`src/rtl/rxf_pkg.sv`:
```
package rxf_pkg;
  localparam int WORD_W  = 32;
  localparam int LEN_W   = 23;
  localparam int APP_N   = 5;
  localparam int IDX_W   = $clog2(APP_N);
  localparam int CAP_W   = LEN_W - 2;
  localparam int BIT_DONE = 31;
  localparam int BIT_SOF  = 27;
  localparam int BIT_EOF  = 26;
  localparam int OFS_NEXT = 0;
  localparam int OFS_BUF  = 8;
  localparam int OFS_CTRL = 24;
  localparam int OFS_STAT = 28;
  localparam int OFS_APP  = 32;

  typedef enum logic [2:0] {
    SEL_NEXT, SEL_BUF, SEL_CTRL, SEL_STAT, SEL_DATA, SEL_APP
  } addrSel_e;

  typedef enum logic [3:0] {
    S_WAIT, S_RSTAT, S_RCTRL, S_RBUF, S_RNXT, S_CHECK,
    S_XFER, S_WAPP, S_WSTAT, S_DRAIN
  } state_e;

  typedef struct packed {
    logic       latchStat;
    logic       latchCtrl;
    logic       latchBuf;
    logic       latchNxt;
    logic       beat;
    logic       advance;
    addrSel_e   sel;
    logic [IDX_W-1:0] appIdx;
    logic       sofBit;
    logic       eofBit;
  } strobe_t;
endpackage

```
`src/rtl/rxf_app_capture.sv`:
```
module rxf_app_capture
  import rxf_pkg::*;
(
  input  logic clk,
  input  logic rstN,
  input  logic clr,
  input  logic appValid,
  input  logic [WORD_W-1:0] appData,
  input  logic appLast,
  output logic [APP_N-1:0][WORD_W-1:0] appWords,
  output logic appErr
);
  localparam int CNT_W = $clog2(APP_N + 1);

  logic [APP_N-1:0][WORD_W-1:0] stage;
  logic [CNT_W-1:0] cnt;

  always_ff @(posedge clk) begin
    if (!rstN) begin
      stage    <= '0;
      appWords <= '0;
      cnt      <= '0;
      appErr   <= 1'b0;
    end else begin
      if (clr) appErr <= 1'b0;
      if (appValid) begin
        if (cnt < CNT_W'(APP_N)) stage[cnt] <= appData;
        if (appLast) begin
          cnt <= '0;
          if (cnt == CNT_W'(APP_N - 1)) begin
            for (int i = 0; i < APP_N - 1; i++) appWords[i] <= stage[i];
            appWords[APP_N-1] <= appData;
          end else begin
            appErr <= 1'b1;
          end
        end else if (cnt != CNT_W'(APP_N)) begin
          cnt <= cnt + 1'b1;
        end
      end
    end
  end
endmodule

```
`src/rtl/rxf_ctrl.sv`:
```
module rxf_ctrl
  import rxf_pkg::*;
(
  input  logic clk,
  input  logic rstN,
  input  logic runEn,
  input  logic chainStart,
  input  logic tailKick,
  input  logic sValid,
  input  logic sLast,
  input  logic descUsed,
  input  logic capZero,
  input  logic lastSlot,
  input  logic atTail,
  output strobe_t strb,
  output logic memRd,
  output logic memWr,
  output logic sReady,
  output logic halted,
  output logic idle,
  output logic overflow,
  output logic pktDone
);
  state_e state, nxt;
  logic firstDesc, eofFlag;
  logic [IDX_W-1:0] appIdx;
  logic beat;

  assign sReady = runEn && (state == S_XFER || state == S_DRAIN);
  assign beat   = sValid && sReady;

  always_comb begin
    nxt          = state;
    memRd        = 1'b0;
    memWr        = 1'b0;
    strb         = '0;
    strb.sel     = SEL_STAT;
    strb.appIdx  = appIdx;
    strb.sofBit  = firstDesc;
    strb.eofBit  = eofFlag;
    case (state)
      S_WAIT:  if (runEn && !idle && !halted && sValid) nxt = S_RSTAT;
      S_RSTAT: begin memRd = 1'b1; strb.sel = SEL_STAT; nxt = S_RCTRL; end
      S_RCTRL: begin memRd = 1'b1; strb.sel = SEL_CTRL; strb.latchStat = 1'b1; nxt = S_RBUF; end
      S_RBUF:  begin memRd = 1'b1; strb.sel = SEL_BUF;  strb.latchCtrl = 1'b1; nxt = S_RNXT; end
      S_RNXT:  begin memRd = 1'b1; strb.sel = SEL_NEXT; strb.latchBuf  = 1'b1; nxt = S_CHECK; end
      S_CHECK: begin
        strb.latchNxt = 1'b1;
        if (descUsed)     nxt = firstDesc ? S_WAIT : S_DRAIN;
        else if (capZero) nxt = S_WSTAT;
        else              nxt = S_XFER;
      end
      S_XFER: begin
        strb.sel = SEL_DATA;
        if (beat) begin
          memWr     = 1'b1;
          strb.beat = 1'b1;
          if (sLast)         nxt = S_WAPP;
          else if (lastSlot) nxt = S_WSTAT;
        end
      end
      S_WAPP: begin
        memWr    = 1'b1;
        strb.sel = SEL_APP;
        if (appIdx == IDX_W'(APP_N - 1)) nxt = S_WSTAT;
      end
      S_WSTAT: begin
        memWr        = 1'b1;
        strb.sel     = SEL_STAT;
        strb.advance = 1'b1;
        if (eofFlag)     nxt = S_WAIT;
        else if (atTail) nxt = S_DRAIN;
        else             nxt = S_RSTAT;
      end
      S_DRAIN: if (beat && sLast) nxt = S_WAIT;
      default: nxt = S_WAIT;
    endcase
  end

  always_ff @(posedge clk) begin
    if (!rstN) begin
      state     <= S_WAIT;
      halted    <= 1'b1;
      idle      <= 1'b0;
      overflow  <= 1'b0;
      pktDone   <= 1'b0;
      firstDesc <= 1'b0;
      eofFlag   <= 1'b0;
      appIdx    <= '0;
    end else begin
      state   <= nxt;
      pktDone <= 1'b0;
      if (chainStart) begin
        halted   <= 1'b0;
        idle     <= 1'b0;
        overflow <= 1'b0;
      end
      if (tailKick) idle <= 1'b0;
      case (state)
        S_WAIT: if (nxt == S_RSTAT) begin
          firstDesc <= 1'b1;
          eofFlag   <= 1'b0;
        end
        S_CHECK: if (descUsed) begin
          halted <= 1'b1;
          if (!firstDesc) overflow <= 1'b1;
        end
        S_XFER: if (beat && sLast) begin
          eofFlag <= 1'b1;
          appIdx  <= '0;
        end
        S_WAPP: appIdx <= appIdx + 1'b1;
        S_WSTAT: begin
          if (atTail) idle <= 1'b1;
          if (eofFlag) pktDone <= 1'b1;
          else begin
            firstDesc <= 1'b0;
            if (atTail) overflow <= 1'b1;
          end
        end
        default: ;
      endcase
    end
  end
endmodule

```
`src/rtl/rxf_datapath.sv`:
```
module rxf_datapath
  import rxf_pkg::*;
#(
  parameter int ADDR_W = 32
) (
  input  logic clk,
  input  logic rstN,
  input  logic chainStart,
  input  logic [ADDR_W-1:0] startAddr,
  input  logic [ADDR_W-1:0] tailAddr,
  input  strobe_t strb,
  input  logic [WORD_W-1:0] memRdata,
  input  logic [WORD_W-1:0] sData,
  input  logic [APP_N-1:0][WORD_W-1:0] appWords,
  output logic [ADDR_W-1:0] memAddr,
  output logic [WORD_W-1:0] memWdata,
  output logic descUsed,
  output logic capZero,
  output logic lastSlot,
  output logic atTail
);
  logic [ADDR_W-1:0] curPtr, nxtPtr, bufPtr;
  logic [CAP_W-1:0]  capWords, wordCnt;
  logic [WORD_W-1:0] statWord;

  always_ff @(posedge clk) begin
    if (!rstN) begin
      curPtr   <= '0;
      nxtPtr   <= '0;
      bufPtr   <= '0;
      capWords <= '0;
      wordCnt  <= '0;
      descUsed <= 1'b0;
    end else begin
      if (chainStart)     curPtr   <= startAddr;
      if (strb.latchStat) descUsed <= memRdata[BIT_DONE];
      if (strb.latchCtrl) capWords <= memRdata[LEN_W-1:2];
      if (strb.latchBuf) begin
        bufPtr  <= memRdata[ADDR_W-1:0];
        wordCnt <= '0;
      end
      if (strb.latchNxt)  nxtPtr <= memRdata[ADDR_W-1:0];
      if (strb.beat) begin
        bufPtr  <= bufPtr + ADDR_W'(4);
        wordCnt <= wordCnt + 1'b1;
      end
      if (strb.advance)   curPtr <= nxtPtr;
    end
  end

  assign capZero  = (capWords == '0);
  assign lastSlot = (wordCnt + 1'b1 == capWords);
  assign atTail   = (curPtr == tailAddr);

  always_comb begin
    statWord                = '0;
    statWord[BIT_DONE]      = 1'b1;
    statWord[BIT_SOF]       = strb.sofBit;
    statWord[BIT_EOF]       = strb.eofBit;
    statWord[LEN_W-1:0]     = {wordCnt, 2'b00};
  end

  always_comb begin
    case (strb.sel)
      SEL_NEXT: memAddr = curPtr + ADDR_W'(OFS_NEXT);
      SEL_BUF:  memAddr = curPtr + ADDR_W'(OFS_BUF);
      SEL_CTRL: memAddr = curPtr + ADDR_W'(OFS_CTRL);
      SEL_DATA: memAddr = bufPtr;
      SEL_APP:  memAddr = curPtr + ADDR_W'(OFS_APP) + ADDR_W'({strb.appIdx, 2'b00});
      default:  memAddr = curPtr + ADDR_W'(OFS_STAT);
    endcase
    case (strb.sel)
      SEL_DATA: memWdata = sData;
      SEL_APP:  memWdata = appWords[strb.appIdx];
      default:  memWdata = statWord;
    endcase
  end
endmodule

```
`src/rtl/rx_desc_filler.sv`:
```
module rx_desc_filler
  import rxf_pkg::*;
#(
  parameter int ADDR_W = 32
) (
  input  logic clk,
  input  logic rstN,
  input  logic runEn,
  input  logic chainStart,
  input  logic [ADDR_W-1:0] startAddr,
  input  logic [ADDR_W-1:0] tailAddr,
  input  logic tailKick,
  input  logic appValid,
  input  logic [31:0] appData,
  input  logic appLast,
  input  logic sValid,
  input  logic [31:0] sData,
  input  logic sLast,
  output logic sReady,
  output logic memRd,
  output logic memWr,
  output logic [ADDR_W-1:0] memAddr,
  output logic [31:0] memWdata,
  input  logic [31:0] memRdata,
  output logic halted,
  output logic idle,
  output logic pktDone,
  output logic overflow,
  output logic appErr
);
  strobe_t strb;
  logic descUsed, capZero, lastSlot, atTail;
  logic [APP_N-1:0][WORD_W-1:0] appWords;

  rxf_app_capture u_app (
    .clk(clk), .rstN(rstN), .clr(chainStart),
    .appValid(appValid), .appData(appData), .appLast(appLast),
    .appWords(appWords), .appErr(appErr)
  );

  rxf_ctrl u_ctrl (
    .clk(clk), .rstN(rstN), .runEn(runEn), .chainStart(chainStart),
    .tailKick(tailKick), .sValid(sValid), .sLast(sLast),
    .descUsed(descUsed), .capZero(capZero), .lastSlot(lastSlot), .atTail(atTail),
    .strb(strb), .memRd(memRd), .memWr(memWr), .sReady(sReady),
    .halted(halted), .idle(idle), .overflow(overflow), .pktDone(pktDone)
  );

  rxf_datapath #(.ADDR_W(ADDR_W)) u_dp (
    .clk(clk), .rstN(rstN), .chainStart(chainStart),
    .startAddr(startAddr), .tailAddr(tailAddr), .strb(strb),
    .memRdata(memRdata), .sData(sData), .appWords(appWords),
    .memAddr(memAddr), .memWdata(memWdata),
    .descUsed(descUsed), .capZero(capZero), .lastSlot(lastSlot), .atTail(atTail)
  );
endmodule

```
`config.mk`:
```
export PLATFORM = sky130hd
export DESIGN_NAME = rx_desc_filler
export DESIGN_NICKNAME = d
export VERILOG_FILES = /design/src/rtl/rxf_pkg.sv /design/src/rtl/rxf_app_capture.sv /design/src/rtl/rxf_ctrl.sv /design/src/rtl/rxf_datapath.sv /design/src/rtl/rx_desc_filler.sv
export SDC_FILE = /design/constraint.sdc
export NUM_CORES = 1
export LEC_CHECK = 0
export ABC_AREA = 1
export BUFFER_PORTS_ARGS = -buffer_cell sky130_fd_sc_hd__buf_2
export CORE_UTILIZATION = 45
export DETAILED_ROUTE_END_ITERATION = 8
export GPL_ROUTABILITY_DRIVEN = 0
export PLACE_DENSITY = 0.63
export SYNTH_ARGS = -nofsm -noshare
export SYNTH_HDL_FRONTEND = slang
export SYNTH_HIERARCHICAL = 1
export SYNTH_SLANG_ARGS = --single-unit
```
`constraint.sdc`:
```
create_clock -name clk -period 7.2 [get_ports clk]
set_clock_uncertainty 0.05 [all_clocks]
set_input_delay 0.36 -clock clk [delete_from_list [all_inputs] [get_ports clk]]
set_output_delay 0.36 -clock clk [all_outputs]
set_load 0.1 [all_outputs]
```
==> out/metrics.cfg <==
[status]
outcome = completed

[timing]
max_slew_margin_pct = 11.25
tns_ps = 0
rsz0062_at_grt = no
worstMarginPinSlew_ps = 1330
post-route-min-period_ps = 4979
fin_crit_sh_pct = 69.15
maxSlewViolCount = 0
fmaxAchievable_ghz = 0.2008
setup_violations = 0
hold_viol = 0

[power_and_ir_drop]
power_density_nw_per_um2 = 220.0
ir_drop_v = 0.0001722
power_mw = 5.740
p_leak_nw = 11.25

[drt]
via_per_inst = 5.659
dr.pass1.iters = 7
wl_per_cell_um = 19.30
routed_wl_um = 81660
final_antenna_net_count = 0
drc_errors = 0
vias = 23942
drtIter0Drc = 2848

[clock_tree]
h-tree-depth = 2
post_cts_buffers = 0
cts_tree = built
clock_sinks = 444
clkTransAtPathRegs_ps = 60
cts_made_buffers = 49
clk_latency_ps = 620
cts_hold_buf = 68
cts.path.max_buffers = 3
cts_root_buf = clkbuf_16
cts_resized = 0

[synth]
yosysSeqAreaShare_pct = 39.44
synth-xor-area-share_pct = 2.104
muxShareOfSynthArea_pct = 0
synthArstFlopShare_pct = 0
avgSynthCellArea_um2 = 6.716
synth_edf_count = 0
synth-compound-area-share_pct = 21.15
syn-num-nets = 3539
syn_inst = 3356
yosysTopAreaCell = dfxtp_1
synthAdderAreaFrac_pct = 0.8438
yosysWarnings = 6
syn_area_um2 = 22540
synth_cell_types = 50
yosys_register_bits = 444
ys.flop_type = dfxtp_1
yosys.area_share.simple_pct = 27.90
synth_area_leaders = dfxtp_1, nor2_1, o21ai_0, nand2_1, a21oi_1
synth_top_area_share_pct = 39.44
synth_top_family_by_area = simple AND/OR/NAND/NOR gates

[layout]
fin_util_pct = 53.09
seq_area_um2 = 8891
drive_gt1_share_pct = 12.00
n_fill_cell = 4876
nNetsFinal = 3709
multiInputGateArea_um2 = 11740
area_growth_pct = 15.79

[hold_path]
worstHoldStart = appData[30]
hold_class = input pin to register

[setup_path]
arrival_ps = 4570
crit_chain = nor2_1 > nand2_1 > inv_1 > a21oi_1 > nor2_2 > inv_2 > nor2_4 > inv_1 > nand2_1 > o211ai_1 > buf_2
critPathLaunch = u_ctrl/state[2]
slowest_stage = nand2_1
worstSetupStartpointType = register
critPathMaxFanout = 29
regToRegStartpoint = u_ctrl/state[2]
critical_path_required_ps = 6790
cp-end-kind = output pin
max_stage_delay_ps = 870
path_class = register to output pin

[floorplanning]
die_area_um2 = 50980
start_util_pct = 45.85
core_region_area_um2 = 49150
io_pins = 241
die_y_um = 225.8
row_count = 81
die_w_um = 225.8

[grt]
grt_pass1_vias = 21733
grt_overflow_total = 0
track_usage_pct = 31.15
grt_pass1_wl_um = 123600
antenna_found_initial = 8
grt_start_max_net_pins = 152

[placed_design]
post-dp-hpwl_um = 53120
portBuffers = 240

[job]
max_cap_viol_count = 0

[stage by stage]
stage / hold WS [ps] / instances / setup slack, ps / instance area, µm²
after floorplan: 379.1 / 3356 / 1924 / 22540
after global placement: 404.1 / 4071 / 3242 / 23760
after detailed placement: 412.9 / 4071 / 3044 / 23760
after CTS: 0.1846 / 4230 / 2379 / 26090
after global routing: 6.204 / 4231 / 2005 / 26100
final: 11.20 / 4231 / 2221 / 26100
[metal layers]
| metal | track usage [%] | vias to the layer above | wire [µm] | share of wire, % |
|---|---|---|---|---|
| met5 | 0 | - | 61 | 0.075 |
| met4 | 13.56 | 10 | 3472 | 4.3 |
| met3 | 6.466 | 227 | 7697 | 9.4 |
| met2 | 48.39 | 1192 | 36010 | 44 |
| met1 | 41.56 | 11094 | 34410 | 42 |
| li1 | - | 11419 | - | - |
[worst paths after layout]
check / end / slack [ps] / cells past startpoint
min: u_app/appWords[158] / 10 / 3
max reg2reg: u_dp/bufPtr[23] / 3700 / 12
max: memWdata[5] / 2220 / 11
min reg2reg: u_app/appErr / 420 / 2
[registers in the layout, indices dropped and copies added, names as in the netlist, 3 cells and up]
signal,flops
u_app/appWords,160
u_app/cnt,3
u_app/stage,128
u_ctrl/appIdx,3
u_ctrl/state,4
u_dp/bufPtr,32
u_dp/capWords,21
u_dp/curPtr,32
u_dp/nxtPtr,32
u_dp/wordCnt,21
[worst max-delay path, delay by kind of cell, from the launching register on]
kind,cells,cell delay [ps]
buffers and inverters,4,1450
AO/OA/AOI/OAI,2,820
flip-flops,1,410
AND/OR/NAND/NOR,5,1250
[final cells by class]
| type | count | area share (%) |
|---|---|---|
| Multi-Input combinational cell | 2457 | 44.97 |
| Timing Repair Buffer | 333 | 7.969 |
| Antenna cell | 1 | 0.009589 |
| Clock inverter | 21 | 0.7815 |
| Tap cell | 664 | 3.184 |
| Clock buffer | 70 | 5.538 |
| Sequential cell | 444 | 34.07 |
| Inverter | 241 | 3.476 |
[power by group]
part | total [mW] | internal [mW] | switching (mW)
combinational | 0.648 | 0.171 | 0.476
clock | 2.53 | 1.45 | 1.08
sequential | 2.56 | 2.50 | 0.0599
total | 5.74 | 4.12 | 1.62
[cell usage in the layout (no fill, tap or decap), types with 12 or more instances in the layout]
| cell | instances |
|---|---|
| nor2_1 | 842 |
| o21ai_0 | 455 |
| dfxtp_1 | 442 |
| nand2_1 | 426 |
| buf_2 | 239 |
| inv_1 | 222 |
| a21oi_1 | 172 |
| nand3_1 | 119 |
| o21ai_1 | 76 |
| dlygate4sd3_1 | 68 |
| o22ai_1 | 51 |
| clkbuf_16 | 49 |
| nand4_1 | 36 |
| o221ai_1 | 35 |
| xor2_1 | 33 |
| o211ai_1 | 29 |
| buf_4 | 25 |
| a31oi_1 | 20 |
| nor2_2 | 18 |
| nor3_1 | 16 |
| xnor2_1 | 16 |
| clkinv_2 | 14 |
| clkbuf_8 | 14 |
| inv_2 | 14 |
| nand2_2 | 13 |
| nor2_4 | 13 |
| ha_1 | 12 |
[logic make-up after synthesis]
logic type | count (synthesis)
compound gates | 871
buf+inv | 455
fa+ha+maj | 14
simple gates | 1521
flops | 444
xor+xnor | 51
[synthesized netlist by cell type, types with 3 or more instances]
master	n
a21oi_1	172
nand4_1	36
o21ai_1	76
o311ai_0	4
nor2_2	17
xor2_1	33
o2111ai_1	11
ha_1	12
nor3_2	5
a31oi_1	20
xnor2_1	16
nand2_2	13
o21ai_0	455
nor3_1	16
buf_6	12
a22oi_1	6
inv_2	15
nor2_1	845
inv_1	223
buf_2	40
nand2_1	426
or2_2	6
o31ai_1	4
o221ai_1	35
dfxtp_1	444
o22ai_1	51
buf_1	12
nor4_1	10
nand3_1	119
clkinv_1	3
clkbuf_1	128
nand3b_1	8
nor2_4	11
o211ai_1	29
buf_4	22
(Power assumes the default switching activity.)
